==> src/rtl/rit_pkg.sv <==
package rit_pkg;

  typedef enum logic [1:0] {
    EXP_NONE  = 2'd0,
    EXP_STALE = 2'd1,
    EXP_NND   = 2'd2
  } exp_kind_e;

  // Decide the timeout kind from the FIFO state seen on the expiry cycle.
  function automatic exp_kind_e classify(input logic armed,
                                         input logic empty,
                                         input logic below);
    if (empty && armed)       return EXP_NND;
    else if (!empty && below) return EXP_STALE;
    else                      return EXP_NONE;
  endfunction

endpackage

==> src/rtl/rit_countdown.sv <==
module rit_countdown #(
  parameter int PERIOD_W = 8
) (
  input  logic                clk,
  input  logic                rst_n,
  input  logic                reload,
  input  logic [PERIOD_W-1:0] period,
  input  logic                tick,
  output logic [PERIOD_W-1:0] cnt_q,
  output logic                live_q,
  output logic                expire
);

  // The step that consumes the final count (or a zero period) ends the run.
  function automatic logic final_step(input logic [PERIOD_W-1:0] c);
    return c <= PERIOD_W'(1);
  endfunction

  assign expire = tick && live_q && !reload && final_step(cnt_q);

  always_ff @(posedge clk or negedge rst_n) begin
    if (!rst_n) begin
      cnt_q  <= '0;
      live_q <= 1'b0;
    end else if (reload) begin
      cnt_q  <= period;
      live_q <= 1'b1;
    end else if (tick && live_q) begin
      if (final_step(cnt_q)) begin
        cnt_q  <= '0;
        live_q <= 1'b0;
      end else begin
        cnt_q  <= cnt_q - PERIOD_W'(1);
      end
    end
  end

endmodule

==> src/rtl/rit_arm.sv <==
module rit_arm (
  input  logic clk,
  input  logic rst_n,
  input  logic emptied,
  input  logic wrote,
  output logic armed_q
);

  always_ff @(posedge clk or negedge rst_n) begin
    if (!rst_n)       armed_q <= 1'b0;
    else if (wrote)   armed_q <= 1'b0;
    else if (emptied) armed_q <= 1'b1;
  end

endmodule

==> src/rtl/rit_req_latch.sv <==
module rit_req_latch (
  input  logic clk,
  input  logic rst_n,
  input  logic set,
  input  logic ack,
  output logic req_q
);

  always_ff @(posedge clk or negedge rst_n) begin
    if (!rst_n)   req_q <= 1'b0;
    else if (set) req_q <= 1'b1;
    else if (ack) req_q <= 1'b0;
  end

endmodule

==> src/rtl/rx_idle_timer.sv <==
module rx_idle_timer
  import rit_pkg::*;
#(
  parameter int PERIOD_W = 8,
  parameter int LEVEL_W  = 4
) (
  input  logic                clk,
  input  logic                rst_n,
  input  logic [PERIOD_W-1:0] period_i,
  input  logic                tick_i,
  input  logic                char_wr_i,
  input  logic                last_rd_i,
  input  logic [LEVEL_W-1:0]  fifo_level_i,
  input  logic [LEVEL_W-1:0]  thresh_i,
  input  logic                rx_irq_en_i,
  input  logic                ack_stale_i,
  input  logic                ack_nnd_i,
  output logic                stale_req_o,
  output logic                nnd_req_o
);

  localparam int NREQ = 2;

  logic                reload_w;
  logic                expire_w;
  logic [PERIOD_W-1:0] cnt_q;
  logic                live_q;
  logic                nnd_arm_q;
  logic                empty_w;
  logic                below_w;
  exp_kind_e           kind_w;
  logic [NREQ-1:0]     set_w;
  logic [NREQ-1:0]     ack_w;
  logic [NREQ-1:0]     req_w;

  assign reload_w = char_wr_i || last_rd_i;
  assign empty_w  = (fifo_level_i == '0);
  assign below_w  = (fifo_level_i < thresh_i);

  rit_countdown #(.PERIOD_W(PERIOD_W)) u_cnt (
    .clk    (clk),
    .rst_n  (rst_n),
    .reload (reload_w),
    .period (period_i),
    .tick   (tick_i),
    .cnt_q  (cnt_q),
    .live_q (live_q),
    .expire (expire_w)
  );

  rit_arm u_arm (
    .clk     (clk),
    .rst_n   (rst_n),
    .emptied (last_rd_i),
    .wrote   (char_wr_i),
    .armed_q (nnd_arm_q)
  );

  assign kind_w = classify(nnd_arm_q, empty_w, below_w);

  assign set_w[0] = expire_w && rx_irq_en_i && (kind_w == EXP_STALE);
  assign set_w[1] = expire_w && rx_irq_en_i && (kind_w == EXP_NND);
  assign ack_w    = {ack_nnd_i, ack_stale_i};

  for (genvar g = 0; g < NREQ; g++) begin : g_req
    rit_req_latch u_req (
      .clk   (clk),
      .rst_n (rst_n),
      .set   (set_w[g]),
      .ack   (ack_w[g]),
      .req_q (req_w[g])
    );
  end

  assign stale_req_o = req_w[0];
  assign nnd_req_o   = req_w[1];

endmodule

==> config.mk <==
export PLATFORM = sky130hd
export DESIGN_NAME = rx_idle_timer
export DESIGN_NICKNAME = d
export VERILOG_FILES = /design/src/rtl/rit_pkg.sv /design/src/rtl/rit_countdown.sv /design/src/rtl/rit_arm.sv /design/src/rtl/rit_req_latch.sv /design/src/rtl/rx_idle_timer.sv
export SDC_FILE = /design/constraint.sdc
export NUM_CORES = 1
export LEC_CHECK = 0
export BUFFER_PORTS_ARGS = -buffer_cell sky130_fd_sc_hd__buf_2
export CORE_ASPECT_RATIO = 1.2
export CORE_MARGIN = 2
export CORE_UTILIZATION = 39
export CTS_CLUSTER_SIZE = 20
export DETAILED_ROUTE_END_ITERATION = 16
export GPL_TIMING_DRIVEN = 0
export PLACE_DENSITY = 0.71
export SYNTH_ARGS = -nofsm -noshare
export SYNTH_HDL_FRONTEND = slang
export SYNTH_SLANG_ARGS = --single-unit
export TNS_END_PERCENT = 1
==> constraint.sdc <==
create_clock -name clk -period 5.5 [get_ports clk]
set_input_delay 1.65 -clock clk [delete_from_list [all_inputs] [get_ports clk]]
set_output_delay 1.65 -clock clk [all_outputs]
set_load 0.005 [all_outputs]
=== Word-level counts from Yosys, hierarchy flattened ===
Index checks and enable logic that the tools add are counted.
Widths: inputs -> output; s select.

* Output and inout bits: 2
* Input bits: 24
* Flip-flop bits (word level): 12
* Logic and storage cells: 42

* Muxes and demuxes: 14
* Equality and inequality tests: 2
* Order comparisons: 2
* Reduce and logical (&&, ||, !) cells: 18
* $add $sub $neg: 1

{| class="wikitable"
|+ Operator list
! cell !! count
|-
| $mux 8 || 3
|-
| $mux 1 || 10
|-
| $reduce_bool 2->1 || 5
|-
| $le 8x1->1 const B || 1
|-
| $logic_and 1x1->1 || 8
|-
| $sub 8x1->8 const B || 1
|-
| $logic_not 4->1 || 1
|-
| $lt 4x4->1 || 1
|-
| $eq 2x1->1 const B || 1
|-
| $eq 2x2->1 const B || 1
|-
| $logic_not 1->1 || 2
|-
| $mux 2 || 1
|-
| $reduce_and 2->1 || 1
|-
| $logic_or 1x1->1 || 1
|}

=== Longest topological paths before layout ===
* Depth after elaboration: 8
* Gate-level depth with buffers: 6
* Gate-level depth less buffers: 6

=== Hierarchy ===
A second synthesis with hierarchy kept.

* Cell total of the unflattened synthesis: 90
* Area, all modules: 807.0 µm²

{| class="wikitable"
|+ By module, submodules not included
! module !! cells each !! area an instance (µm²) !! seq. area each (µm²) !! times used
|-
| rit_countdown || 67 || 591.8 || 225.2 || 1
|-
| rx_idle_timer || 15 || 107.6 || 0.0 || 1
|-
| rit_req_latch || 3 || 36.3 || 25.0 || 2
|-
| rit_arm || 2 || 35.0 || 25.0 || 1
|}

=== Worst setup path before layout ===
No wires, ideal clock.

* Kind: input -> register
* Start point: in char_wr_i
* End point: reg u_cnt.cnt_q[5]
* Setup slack: 2.932 ns
* Library setup time: 0.126 ns
* Stages: 3
* Arrival time: 2.442 ns
* Path buffers: 1
* Required time: 5.374 ns
* Path through: or2_2 -> buf_2 -> a221o_1

* Word-level cells in the longest chain between the ends: 2
* Elaborated cells on any way between the ends: 3
* Those cells by class: mux (1); reduce/logical (2)

{| class="wikitable"
|+ RTL lines
! what !! RTL line !! text
|-
| start: declaration || rx_idle_timer.sv:11 || <nowiki>input logic char_wr_i,</nowiki>
|-
| $logic_or 1x1->1 * || rx_idle_timer.sv:36 || <nowiki>assign reload_w = char_wr_i || last_rd_i;</nowiki>
|-
| $mux 8 / $reduce_bool 2->1 (equally long branches) || -- ||
|-
| end signal: assignment || rit_countdown.sv:26 || <nowiki>cnt_q <= period;</nowiki>
|-
| end signal: assignment || rit_countdown.sv:33 || <nowiki>cnt_q <= cnt_q - PERIOD_W'(1);</nowiki>
|-
| end: declaration || rit_countdown.sv:9 || <nowiki>output logic [PERIOD_W-1:0] cnt_q,</nowiki>
|}

Every way passes the cells marked *; elsewhere a longest branch is shown, timed or not.
A chain may end at the register's enable or synchronous reset.

=== Final worst setup path ===
Ends and elaborated chain as after synthesis.

==> qor.yml <==
drt:
  firstDrtPassIters: 4
  drt_iter0_markers: 13
  wirelength_um: 1779
  wire_per_inst_um: 13.79
  drcViolationCount: 0
  vias: 767
  viasPerCell: 5.946
  antenna_left: 0
flow_run:
  maxCapViolCount: 0
grt:
  groute.layer.met3.usage_pct: 2.069
  track_usage_pct: 17.41
  grt_max_degree: 13
  grt_first_pass_wirelength_um: 2960
  overflow: 0
  antenna_found_initial: 0
  grt_pass1_vias: 736
  met2_usage_pct: 31.13
  gr-max-usage-layer: "met2"
  gr-usage-met1_pct: 21.08
sta:
  clock_skew_ps: 3.316
  drv_slew: 0
  period_needed_ps: 2484
  fmax_ghz: 0.4026
  maxSlewHeadroom_pct: 65.01
  worstMarginPinSlew_ps: 520.1
  fin_crit_sh_pct: 45.16
  setup_violations: 0
  fin_tns_setup_ps: 0
  rsz0062_at_grt: "false"
  hold_viol: 0
floorplan:
  io_pins: 26
  fp.dieH_um: 52.46
  initial_core_util_pct: 41.24
  core_area_um2: 1851
  num_rows: 17
  dieWidth_um: 44.39
  die_area_um2: 2328
critical_path:
  max_stage_delay_ps: 350
  crit_path_max_fanout: 10
  timing.rr.end: "u_cnt.cnt_q[7]"
  r2r_start: "u_cnt.cnt_q[3]"
  path_cells: "buf_2, or2_2, buf_2, a221o_1"
  end_kind: "flip-flop"
  crit_arrival_ps: 2630
  start_kind: "input pin"
  critPathSlowestCell: "a221o_1"
  worst_path_most_repeated_cell: "buf_2"
  crit_path_start: "char_wr_i"
  rr_worst_depth: 4
  cp.required_ps: 5650
  r2r_slack_ps: 3480
  worstSetupPathType: "in2reg"
clock_tree:
  post_cts_buffers: 0
  clkTransAtPathRegs_ps: 70
  insertion_delay_ps: 270
  htreeDepth: 1
  cts.sinks: 12
  tritoncts: "yes"
  ctsResizeCount: 0
  cts_buffers: 3
  cts-hold-fix-buffers: 0
  cts_buffer_depth: 2
  cts_root_buf: "clkbuf_4"
hold_path:
  hold_path.class: "reg2reg"
  min_path_cells: 2
  hp-start: "g_req[0].u_req.req_q"
  hold_end: "g_req[0].u_req.req_q"
placed_design:
  hpwl_um: 1415
  finalWeightedCongestion: 0.8317
  place.port_buffers: 25
layout:
  final-seq-area_um2: 300.3
  layout.nets: 141
  layout_commonest_cell: "buf_2"
  antenna_cells: 0
  fill_cells: 194
  final_layout_size_suffix_gt1_share_pct: 31.82
  multi_input_comb_area_um2: 431.7
  syn_to_final_growth_pct: 22.46
  final_cell_mix: "26 x buf_2, 12 x nor2_1, 12 x dfrtp_1"
  utilization_pct: 50.51
pwr:
  p_per_area_nw_per_um2: 208.9
  max-vdd-ir-drop_v: 0.0001337
  p_leak_nw: 0.4329
logic_synthesis:
  synth_area_um2: 763.2
  avgSynthCellArea_um2: 9.308
  syn_nets: 111
  synthArstFlopShare_pct: 100.0
  ys_seq_area_share_pct: 39.34
  ys_ff_latch: 12
  yosys_warnings: 0
  synth_cell_types: 30
  syn_inst: 82
  ys.flop_type: "dfrtp_1"
  synth_edf_count: 0
status:
  status: "completed"
worst max-delay path by stage:
stage                           endpoint  slack, ps  depth (start not counted)
final                     u_cnt.cnt_q[5]       3020                          4
after global routing      u_cnt.cnt_q[4]       2960                          5
after CTS                 u_cnt.cnt_q[7]       3020                          4
after detailed placement  u_cnt.cnt_q[6]       2730                          4
after global placement    u_cnt.cnt_q[5]       2740                          4
after floorplan           u_cnt.cnt_q[5]       2930                          3
stage by stage:
stage	power (mW)	hold slack [ps]	setup slack [ps]	cell area (µm²)	instances
6_report	0.1953	492.9	3016	934.6	129
5_1_grt	0.2096	510.5	2955	934.6	129
4_1_cts	0.1969	494.3	3022	934.6	129
3_5_place_dp	0.1447	477.2	2733	912.1	126
3_3_place_gp	0.1426	465.7	2739	912.1	126
2_1_floorplan	0.1264	463.5	2932	763.2	82
logic make-up (layout without fill, tap and decap cells):
| family | Yosys count | in the layout | synth area share, % |
|---|---|---|---|
| AOI/OAI and AO/OA | 23 | 23 | 24.59 |
| and+or+nand+nor | 33 | 33 | 22.62 |
| buffers and inverters | 8 | 36 | 4.098 |
| xor gates and xnor gates | 1 | 1 | 1.148 |
| DFF | 12 | 12 | 39.34 |
| adders and majority gates | 5 | 5 | 8.197 |
cell usage after synthesis (2+ instances only):
cell / instances / area share [%]
inv_1: 7 / 3.4
a22oi_1: 2 / 2.0
nor4_1: 4 / 3.3
nand2_1: 6 / 3.0
nand3_1: 2 / 1.3
o21ai_1: 2 / 1.3
a21oi_1: 3 / 2.0
o22ai_1: 2 / 1.6
ha_1: 5 / 8.2
nor2_1: 12 / 5.9
a221o_1: 3 / 3.9
nand2b_1: 2 / 1.6
dfrtp_1: 12 / 39
o21ai_0: 4 / 2.6
flip-flops by register name, summed over array words and instances (netlist names):
name	count
u_cnt.cnt_q	8
g_req.u_req.req_q	2
u_arm.armed_q	1
u_cnt.live_q	1
power breakdown:
part / switching [mW] / leakage, nW / internal (mW)
registers: 0.00780 / 0.144 / 0.0942
clock network: 0.0271 / 0.0138 / 0.0253
logic: 0.0219 / 0.275 / 0.0190
layout make-up:
type / instances / share of cell area (%)
Sequential cell: 12 / 32.13
Clock buffer: 3 / 2.410
Timing Repair Buffer: 25 / 13.39
Tap cell: 19 / 2.544
Multi-Input combinational cell: 62 / 46.18
Inverter: 7 / 2.811
Buffer: 1 / 0.5355
layer usage:
layer  vias to the layer above  wire length [µm]
met5                         -                 0
met4                         0                18
met3                         6               113
met2                        35               883
met1                       357               763
li1                        369                 -
critical path: cells and delay by family:
| kind | cells | cell delay, ps |
|---|---|---|
| buffers and inverters | 2 | 320 |
| and+or+nand+nor | 1 | 310 |
| AOI/OAI and AO/OA | 1 | 350 |
Note: power is estimated with default switching activity, not from simulation.
